`src/rtl/zc_pkg.sv`:
```
package zc_pkg;
  localparam int LANES  = 4;
  localparam int BYTE_W = 8;
  localparam int WORD_W = LANES * BYTE_W;
endpackage

```
`src/rtl/zc_zero_detect.sv`:
```
module zc_zero_detect #(
  parameter int LANES  = 4,
  parameter int BYTE_W = 8
) (
  input  logic [LANES*BYTE_W-1:0] word,
  output logic [LANES-1:0]        zero
);
  for (genvar i = 0; i < LANES; i++) begin : g_lane
    assign zero[i] = (word[i*BYTE_W +: BYTE_W] == '0);
  end
endmodule

```
`src/rtl/zc_flag_store.sv`:
```
module zc_flag_store #(
  parameter int IDX_W = 4,
  parameter int LANES = 4
) (
  input  logic             clk,
  input  logic             rst_n,
  input  logic             wr_en,
  input  logic [IDX_W-1:0] wr_addr,
  input  logic [LANES-1:0] wr_flags,
  input  logic [IDX_W-1:0] rd_addr,
  output logic [LANES-1:0] rd_flags
);
  localparam int DEPTH = 1 << IDX_W;

  logic [LANES-1:0] flags_q [DEPTH];
  logic [LANES-1:0] flags_d [DEPTH];

  always_comb begin
    for (int k = 0; k < DEPTH; k++) begin
      flags_d[k] = flags_q[k];
    end
    if (wr_en) begin
      flags_d[wr_addr] = wr_flags;
    end
  end

  always_ff @(posedge clk or negedge rst_n) begin
    if (!rst_n) begin
      for (int k = 0; k < DEPTH; k++) begin
        flags_q[k] <= '1;
      end
    end else begin
      for (int k = 0; k < DEPTH; k++) begin
        flags_q[k] <= flags_d[k];
      end
    end
  end

  assign rd_flags = flags_q[rd_addr];

  // the flag word of a written index follows the zero pattern given
  p_flag_update_r2: assert property (@(posedge clk) disable iff (!rst_n)
    wr_en |=> flags_q[$past(wr_addr)] == $past(wr_flags));
endmodule

```
`src/rtl/zc_byte_bank.sv`:
```
module zc_byte_bank #(
  parameter int IDX_W  = 4,
  parameter int BYTE_W = 8
) (
  input  logic              clk,
  input  logic              rst_n,
  input  logic              wen,
  input  logic              ren,
  input  logic [IDX_W-1:0]  addr,
  input  logic [BYTE_W-1:0] wbyte,
  output logic [BYTE_W-1:0] rbyte_q
);
  localparam int DEPTH = 1 << IDX_W;

  logic [BYTE_W-1:0] mem [DEPTH];
  logic [BYTE_W-1:0] rbyte_d;

  always_ff @(posedge clk) begin
    if (wen) begin
      mem[addr] <= wbyte;
    end
  end

  always_comb begin
    rbyte_d = '0;
    if (ren) begin
      rbyte_d = mem[addr];
    end
  end

  always_ff @(posedge clk or negedge rst_n) begin
    if (!rst_n) begin
      rbyte_q <= '0;
    end else begin
      rbyte_q <= rbyte_d;
    end
  end

  // storage is only ever written with a nonzero byte
  p_no_zero_store_r3: assert property (@(posedge clk) disable iff (!rst_n)
    wen |-> (wbyte != '0));
  // a lane never reads and writes its storage in one cycle
  p_single_use_r3: assert property (@(posedge clk) disable iff (!rst_n)
    !(wen && ren));
endmodule

```
`src/rtl/zc_data_array.sv`:
```
module zc_data_array #(
  parameter int IDX_W = 4
) (
  input  logic                      clk,
  input  logic                      rst_n,
  input  logic                      req,
  input  logic                      we,
  input  logic [IDX_W-1:0]          addr,
  input  logic [zc_pkg::WORD_W-1:0] wdata,
  output logic                      rvalid,
  output logic [zc_pkg::WORD_W-1:0] rdata,
  output logic [zc_pkg::LANES-1:0]  zib_out,
  output logic [zc_pkg::LANES-1:0]  byte_access_mask
);
  import zc_pkg::*;

  logic [LANES-1:0] zero_lanes;
  logic [LANES-1:0] cur_flags;
  logic [LANES-1:0] lane_wen;
  logic [LANES-1:0] lane_ren;
  logic             wr_go;
  logic             rd_go;

  logic             rvalid_d;
  logic [LANES-1:0] zib_d;
  logic [LANES-1:0] mask_d;

  assign wr_go = req && we;
  assign rd_go = req && !we;

  zc_zero_detect #(.LANES(LANES), .BYTE_W(BYTE_W)) u_detect (
    .word (wdata),
    .zero (zero_lanes)
  );

  zc_flag_store #(.IDX_W(IDX_W), .LANES(LANES)) u_flags (
    .clk      (clk),
    .rst_n    (rst_n),
    .wr_en    (wr_go),
    .wr_addr  (addr),
    .wr_flags (zero_lanes),
    .rd_addr  (addr),
    .rd_flags (cur_flags)
  );

  for (genvar i = 0; i < LANES; i++) begin : g_bank
    assign lane_wen[i] = wr_go && !zero_lanes[i];
    assign lane_ren[i] = rd_go && !cur_flags[i];

    zc_byte_bank #(.IDX_W(IDX_W), .BYTE_W(BYTE_W)) u_bank (
      .clk     (clk),
      .rst_n   (rst_n),
      .wen     (lane_wen[i]),
      .ren     (lane_ren[i]),
      .addr    (addr),
      .wbyte   (wdata[i*BYTE_W +: BYTE_W]),
      .rbyte_q (rdata[i*BYTE_W +: BYTE_W])
    );

    // a flagged lane is always returned as zero
    p_flag_zero_r5: assert property (@(posedge clk) disable iff (!rst_n)
      zib_out[i] |-> (rdata[i*BYTE_W +: BYTE_W] == '0));
  end

  always_comb begin
    rvalid_d = rd_go;
    zib_d    = rd_go ? cur_flags : '0;
    mask_d   = '0;
    if (req) begin
      mask_d = lane_wen | lane_ren;
    end
  end

  always_ff @(posedge clk or negedge rst_n) begin
    if (!rst_n) begin
      rvalid           <= 1'b0;
      zib_out          <= '0;
      byte_access_mask <= '0;
    end else begin
      rvalid           <= rvalid_d;
      zib_out          <= zib_d;
      byte_access_mask <= mask_d;
    end
  end

  // every read request yields rvalid one cycle later
  p_read_valid_r4: assert property (@(posedge clk) disable iff (!rst_n)
    (req && !we) |=> rvalid);
  // a read reports exactly the unflagged lanes as accessed
  p_mask_inverse_r6: assert property (@(posedge clk) disable iff (!rst_n)
    rvalid |-> (byte_access_mask == ~zib_out));
  // an idle cycle leaves no access reported
  p_idle_mask_r6: assert property (@(posedge clk) disable iff (!rst_n)
    !req |=> (byte_access_mask == '0));
  // outputs are quiet without a read result
  p_quiet_r7: assert property (@(posedge clk) disable iff (!rst_n)
    !rvalid |-> (rdata == '0 && zib_out == '0));
endmodule

```
`config.mk`:
```
export PLATFORM = sky130hd
export DESIGN_NAME = zc_data_array
export DESIGN_NICKNAME = d
export VERILOG_FILES = /design/src/rtl/zc_pkg.sv /design/src/rtl/zc_zero_detect.sv /design/src/rtl/zc_flag_store.sv /design/src/rtl/zc_byte_bank.sv /design/src/rtl/zc_data_array.sv
export SDC_FILE = /design/constraint.sdc
export NUM_CORES = 1
export LEC_CHECK = 0
export ABC_AREA = 1
export BUFFER_PORTS_ARGS = -buffer_cell sky130_fd_sc_hd__buf_2
export CORE_ASPECT_RATIO = 2
export CORE_MARGIN = 3
export CORE_UTILIZATION = 45
export CTS_BUF_LIST = sky130_fd_sc_hd__clkbuf_4 sky130_fd_sc_hd__clkbuf_8 sky130_fd_sc_hd__clkbuf_16
export DETAILED_ROUTE_END_ITERATION = 16
export PLACE_DENSITY = 0.68
export SLEW_MARGIN = 20
export SYNTH_ARGS = -nofsm -noshare
export SYNTH_HDL_FRONTEND = slang
export SYNTH_SLANG_ARGS = --single-unit
```
`constraint.sdc`:
```
create_clock -name clk -period 1.1 [get_ports clk]
set_clock_uncertainty 0.05 [all_clocks]
set_input_delay 0.11 -clock clk [delete_from_list [all_inputs] [get_ports clk]]
set_output_delay 0.11 -clock clk [all_outputs]
set_load 0.05 [all_outputs]
```
# Word-level counts from Yosys, hierarchy flattened
# Memory sizes are Yosys's and may differ from the RTL's.
# Cells that the tools add are included.
[word_totals]
reg_bits = 105
output_inout_bits = 41
n_memories = 4
elab_cells = 75
ramBits = 512
[op_classes]
reduce_logical = 24
order_cmp = 2
n_mux = 20
bitwise_logic = 2
[mem_list]
columns = ["memory", "words", "word_bits", "read_ports", "rd_clocked_by_memory_dff", "write_ports", "line", "text"]
rows = [
  ["g_bank[0].u_bank.mem", 16, 8, 1, 0, 1, "zc_byte_bank.sv:15", "logic [BYTE_W-1:0] mem [DEPTH];"],
  ["g_bank[1].u_bank.mem", 16, 8, 1, 0, 1, "zc_byte_bank.sv:15", ""],
  ["g_bank[2].u_bank.mem", 16, 8, 1, 0, 1, "zc_byte_bank.sv:15", ""],
  ["g_bank[3].u_bank.mem", 16, 8, 1, 0, 1, "zc_byte_bank.sv:15", ""],
]
[op_table]
columns = ["op", "n"]
rows = [
  ["$bwmux 64", 1],
  ["$logic_not 8->1", 4],
  ["$mux 8", 4],
  ["$mux 4", 5],
  ["$bmux 4 s4", 1],
  ["$demux 4 s4", 1],
  ["$logic_and 1x1->1", 11],
  ["$logic_not 1->1", 9],
  ["$mux 1", 8],
  ["$ge 5x5->1 const B", 1],
  ["$lt 5x1->1 const B", 1],
  ["$not 4->5", 1],
  ["$or 4x4->4", 1],
]

# Longest topological paths before layout
[logic_depth]
depth_word = 8
ltp_mapped = 13

# Modules after synthesis
# A second synthesis with hierarchy kept.
[hier_totals]
cells_unflattened = 2663
area_unflattened_um2 = 26125.1
[modules_own_cells]
columns = ["module", "cells_per_inst", "instances", "area_per_inst_um2"]
rows = [
  ["zc_byte_bank", 541, 4, 5606.6],
  ["zc_flag_store", 424, 1, 3209.3],
  ["zc_data_array", 47, 1, 384.1],
  ["zc_zero_detect", 28, 1, 105.1],
]

# Worst setup path after synthesis
# OpenSTA, ideal clock, no wires.
[synth_path]
path_type = "input -> register"
from = "input port addr[1]"
to = "memory g_bank[0].u_bank.mem[5][0], enable pin"
path_stages = 8
setup_slack_ns = -0.721
arrival_time_ns = 1.397
n_path_buf = 3
setup_time_ns = 0.374
cell_sequence = "buf_4 inv_2 nand2_2 buf_2 buf_4 nor2_2 nand2_1 nor2_1"
[synth_lines]
columns = ["item", "line", "text"]
rows = [
  ["from (decl)", "zc_data_array.sv:8", "input logic [IDX_W-1:0] addr,"],
  ["to (decl)", "zc_byte_bank.sv:15", ""],
]
# Straight into the memory's write port.

# Worst setup path in the final report
[layout_path]
from = "register u_flags.flags_q[58] (netlist bit)"
to = "register g_bank[2].u_bank.rbyte_q[6]"
[layout_between]
elab_chain_cells = 6
[layout_rtl]
columns = ["item", "line", "text"]
rows = [
  ["from (decl)", "zc_flag_store.sv:15", "logic [LANES-1:0] flags_q [DEPTH];"],
  ["from (signal, indexed assignment)", "zc_flag_store.sv:34", "flags_q[k] <= flags_d[k];"],
  ["$bmux 4 s4", "zc_flag_store.sv:39", "assign rd_flags = flags_q[rd_addr];"],
  ["$mux 4 (implied by the code) (2 in a row)", "zc_flag_store.sv:39", ""],
  ["$logic_not 1->1", "zc_data_array.sv:48", "assign lane_ren[i] = rd_go && !cur_flags[i];"],
  ["$logic_and 1x1->1", "zc_data_array.sv:48", ""],
  ["$mux 8", "zc_byte_bank.sv:26", "if (ren) begin"],
  ["named net g_bank[2].u_bank.rbyte_d[6]", "zc_byte_bank.sv:16", "logic [BYTE_W-1:0] rbyte_d;"],
  ["to (signal assigned)", "zc_byte_bank.sv:35", "rbyte_q <= rbyte_d;"],
  ["to (decl)", "zc_byte_bank.sv:11", "output logic [BYTE_W-1:0] rbyte_q"],
]
# The timed path passes the listed nets, and every way through them passes these cells. The select of a mux whose other input is x is not followed.
# A chain may end at the register's enable or synchronous reset.

==> impl_metrics.yaml <==
setup_path:
  required_ns: 1.53
  ff2ff_path_depth: 10
  critPathMaxFanout: 5
  crit_type: "reg -> reg"
  start_kind: "register"
  cp-end-kind: "register"
  arrival_ns: 1.91
  critPathMaxStageDelay_ns: 0.55
  cpMaxStageDelayCell: "dfstp_2"
  crit_chain: "nand2_2 -> nand2_2 -> nand2_1 -> nand2_1 -> nand2_1 -> nand2_2 -> nor2_4 -> nand2_4 -> buf_12 -> nor2_2"
drt:
  remaining_drc_errors: 0
  dr_wl_met2_um: 37400
  dr_wl_met3_um: 3598
  vias: 18220
  drtAntennaViolNets: 0
  drtIter0Drc: 1325
  vias_per_cell: 5.175
  drt-met1-wl_um: 25400
  wl_per_cell_um: 20.13
  firstDrtPassIters: 5
  routed_wl_um: 70870
  top_layer: "met5"
layout:
  design_area_um2: 31910
  drive_gt1_frac: 0.2212
  fin_util: 0.5744
  antennaDiodeCount: 0
  layout.nets: 2776
  syn2layout_area_growth_pct: 26.02
floorplan:
  io_pins: 81
  die_w_um: 173.7
  initial_utilization: 0.4558
  core.rowCount: 122
  die_h_um: 341.5
  coreArea_um2: 55560
  die-area_um2: 59330
grt:
  grt_usage: 0.2365
  grt_pass1_vias: 18620
  overflow: 0
  grt_first_pass_wirelength_um: 107200
  antenna_found_initial: 1
  grt_max_degree: 43
logic_synthesis:
  synth_fp_nets: 2469
  synth_top_area_cell: "edfxtp_1"
  ys_top_cells_by_count: "nor2_1 (727), nand2_1 (645), edfxtp_1 (512)"
  ys_types: 22
  seq_area_frac_synth: 0.7140
  synth_cells: 2429
  ys_async_sr_fraction: 0.1702
  synth_top_area_frac: 0.6071
  yosysWarnings: 0
  synth_top_family_by_area: "simple AND/OR/NAND/NOR gates"
  yosys.area_share.simple: 0.2226
  synth_xor_xnor_area_share: 0
  syn_avg_cell_area_um2: 10.43
  synthFlopType: "edfxtp_1"
  synthAdderAreaFrac: 0
  netlist_area_um2: 25320
  synth_most_common_cell: "nor2_1"
  synthTopCellsByArea: "edfxtp_1 (61%), nor2_1 (11%), nand2_1 (9.6%)"
  synth_compound_area_frac: 0.02174
  synth-edff-count: 512
  ys_ff_latch: 617
  synth_mux_area_frac: 0
clocking:
  clock_path_buffers: 3
  cts_buffers: 49
  clkTransAtPathRegs_ns: 0.07
  cts_tree: "yes"
  clk_latency_ns: 0.60
  cts.sinks: 617
  cts.root.buffer_cell: "clkbuf_16"
  cts_max_level: 2
timing:
  grt_setup_unrepaired: "yes"
  worst_pin_slew_ns: 0.5042
  min_period_ns: 1.487
  setup_ws_ns: -0.3869
  setup_violations: 103
  maxSlewHeadroom: 0.6635
  final-max-slew-violation-count: 0
  finalCritPeriodShare: 1.352
  fmax_mhz: 672.6
  hold_viol_final: 0
pwr:
  p_per_area_nw_per_um2: 1571
  ir_drop_mv: 1.066
  total_leakage_power_nw: 13.25
worst_hold_path:
  hold_depth: 6
  hold_path_class: "in -> reg"
placed_design:
  hpwlAfterDp_um: 46960
  gp_congestion: 0.9097
  numPortBuffers: 80
  place_area_um2: 29220
run_status:
  outcome: "complete, but fails checks"
  violations: "negative setup slack"
job:
  max_cap_violations: 0
[flip-flops by register name, indices dropped and copies added, names as in the netlist]
register / flops
u_flags.flags_q: 64
byte_access_mask: 4
g_bank.u_bank.mem: 512
zib_out: 4
g_bank.u_bank.rbyte_q: 32
rvalid: 1
[path summary, 6_finish.rpt]
kind	slack, ns	endpoint	startpoint
worst max-delay path	-0.39	g_bank[2].u_bank.rbyte_q[6]	u_flags.flags_q[58]
worst min-delay path	0.05	u_flags.flags_q[28]	addr[3]
worst max register to register	-0.39	g_bank[2].u_bank.rbyte_q[6]	u_flags.flags_q[58]
worst min register to register	0.41	u_flags.flags_q[62]	u_flags.flags_q[62]
max in group asynchronous	0.05	byte_access_mask[2]	rst_n
min in group asynchronous	0.26	u_flags.flags_q[22]	rst_n
[kinds of logic after synthesis]
group	after synthesis
DFF	617
buffers and inverters	259
AOI/OAI and AO/OA	96
and+or+nand+nor	1457
[per-layer routing]
| metal | GRT usage | vias to the layer above |
|---|---|---|
| met5 | 0 | - |
| met2 | 0.4314 | 668 |
| li1 | - | 8438 |
| met3 | 0.02643 | 226 |
| met4 | 0.1357 | 2 |
| met1 | 0.2661 | 8883 |
[layout make-up]
| class | count | area [µm²] |
|---|---|---|
| flip-flops and latches | 617 | 18080 |
| clock buffers | 66 | 1426 |
| well taps | 744 | 930.9 |
| inverters | 157 | 601.8 |
| repair buffers | 358 | 3894 |
| multi-input cells | 1553 | 6778 |
| fillers | 4554 | 23650 |
| clock inverters | 25 | 200.2 |
[stage by stage]
stage / TNS [ns] / hold WS, ns / instances / setup slack [ns] / total power [W]
detailed placement: -369.45 / 0.02433 / 3381 / -0.8107 / 0.03215
finish: -21.26 / 0.05067 / 3520 / -0.3869 / 0.05013
global route: -26.40 / 0.06529 / 3520 / -0.4580 / 0.05184
floorplan: -275.70 / -0.2356 / 2429 / -0.5698 / 0.03001
CTS: -25.71 / 0.003328 / 3510 / -0.3979 / 0.05023
global placement: -348.96 / 0.02456 / 3381 / -0.7957 / 0.03199
[worst max-delay path: cells and delay by family (launching register included)]
| kind | cells | cell delay, ns |
|---|---|---|
| and+or+nand+nor | 9 | 0.61 |
| buffers and inverters | 1 | 0.16 |
| DFF | 1 | 0.55 |
[power breakdown]
part / total, W / switching, W / internal, W
sequential: 0.0270 / 0.000420 / 0.0266
clock: 0.0179 / 0.00825 / 0.00964
combinational: 0.00523 / 0.00329 / 0.00194
[cells in the final DEF (no fill, tap or decap), drive strengths merged]
| cell type | synthesis | final |
|---|---|---|
| o21bai | 28 | 28 |
| dfrtp | 41 | 41 |
| nand4 | 22 | 22 |
| clkbuf | 40 | 67 |
| o21ai | 4 | 4 |
| dfstp | 64 | 64 |
| nand3 | 50 | 50 |
| nor2 | 734 | 734 |
| nand2 | 651 | 651 |
| inv | 143 | 144 |
| a21oi | 64 | 64 |
| dlygate4sd3 | 0 | 34 |
| buf | 62 | 323 |
| clkinv | 14 | 30 |
| clkinvlp | 0 | 6 |
| edfxtp | 512 | 512 |
| bufinv | 0 | 2 |
[what timing repair did]
item	CTS	global route
cloned	1	2
setup buffers	4	9
pin swaps	5	16
gates resized for setup	147	38
hold buffers	34	0
endpoints found under the hold margin	610	0
setup endpoints to repair	313	273
No activity file was read; power rests on OpenSTA's default activity.
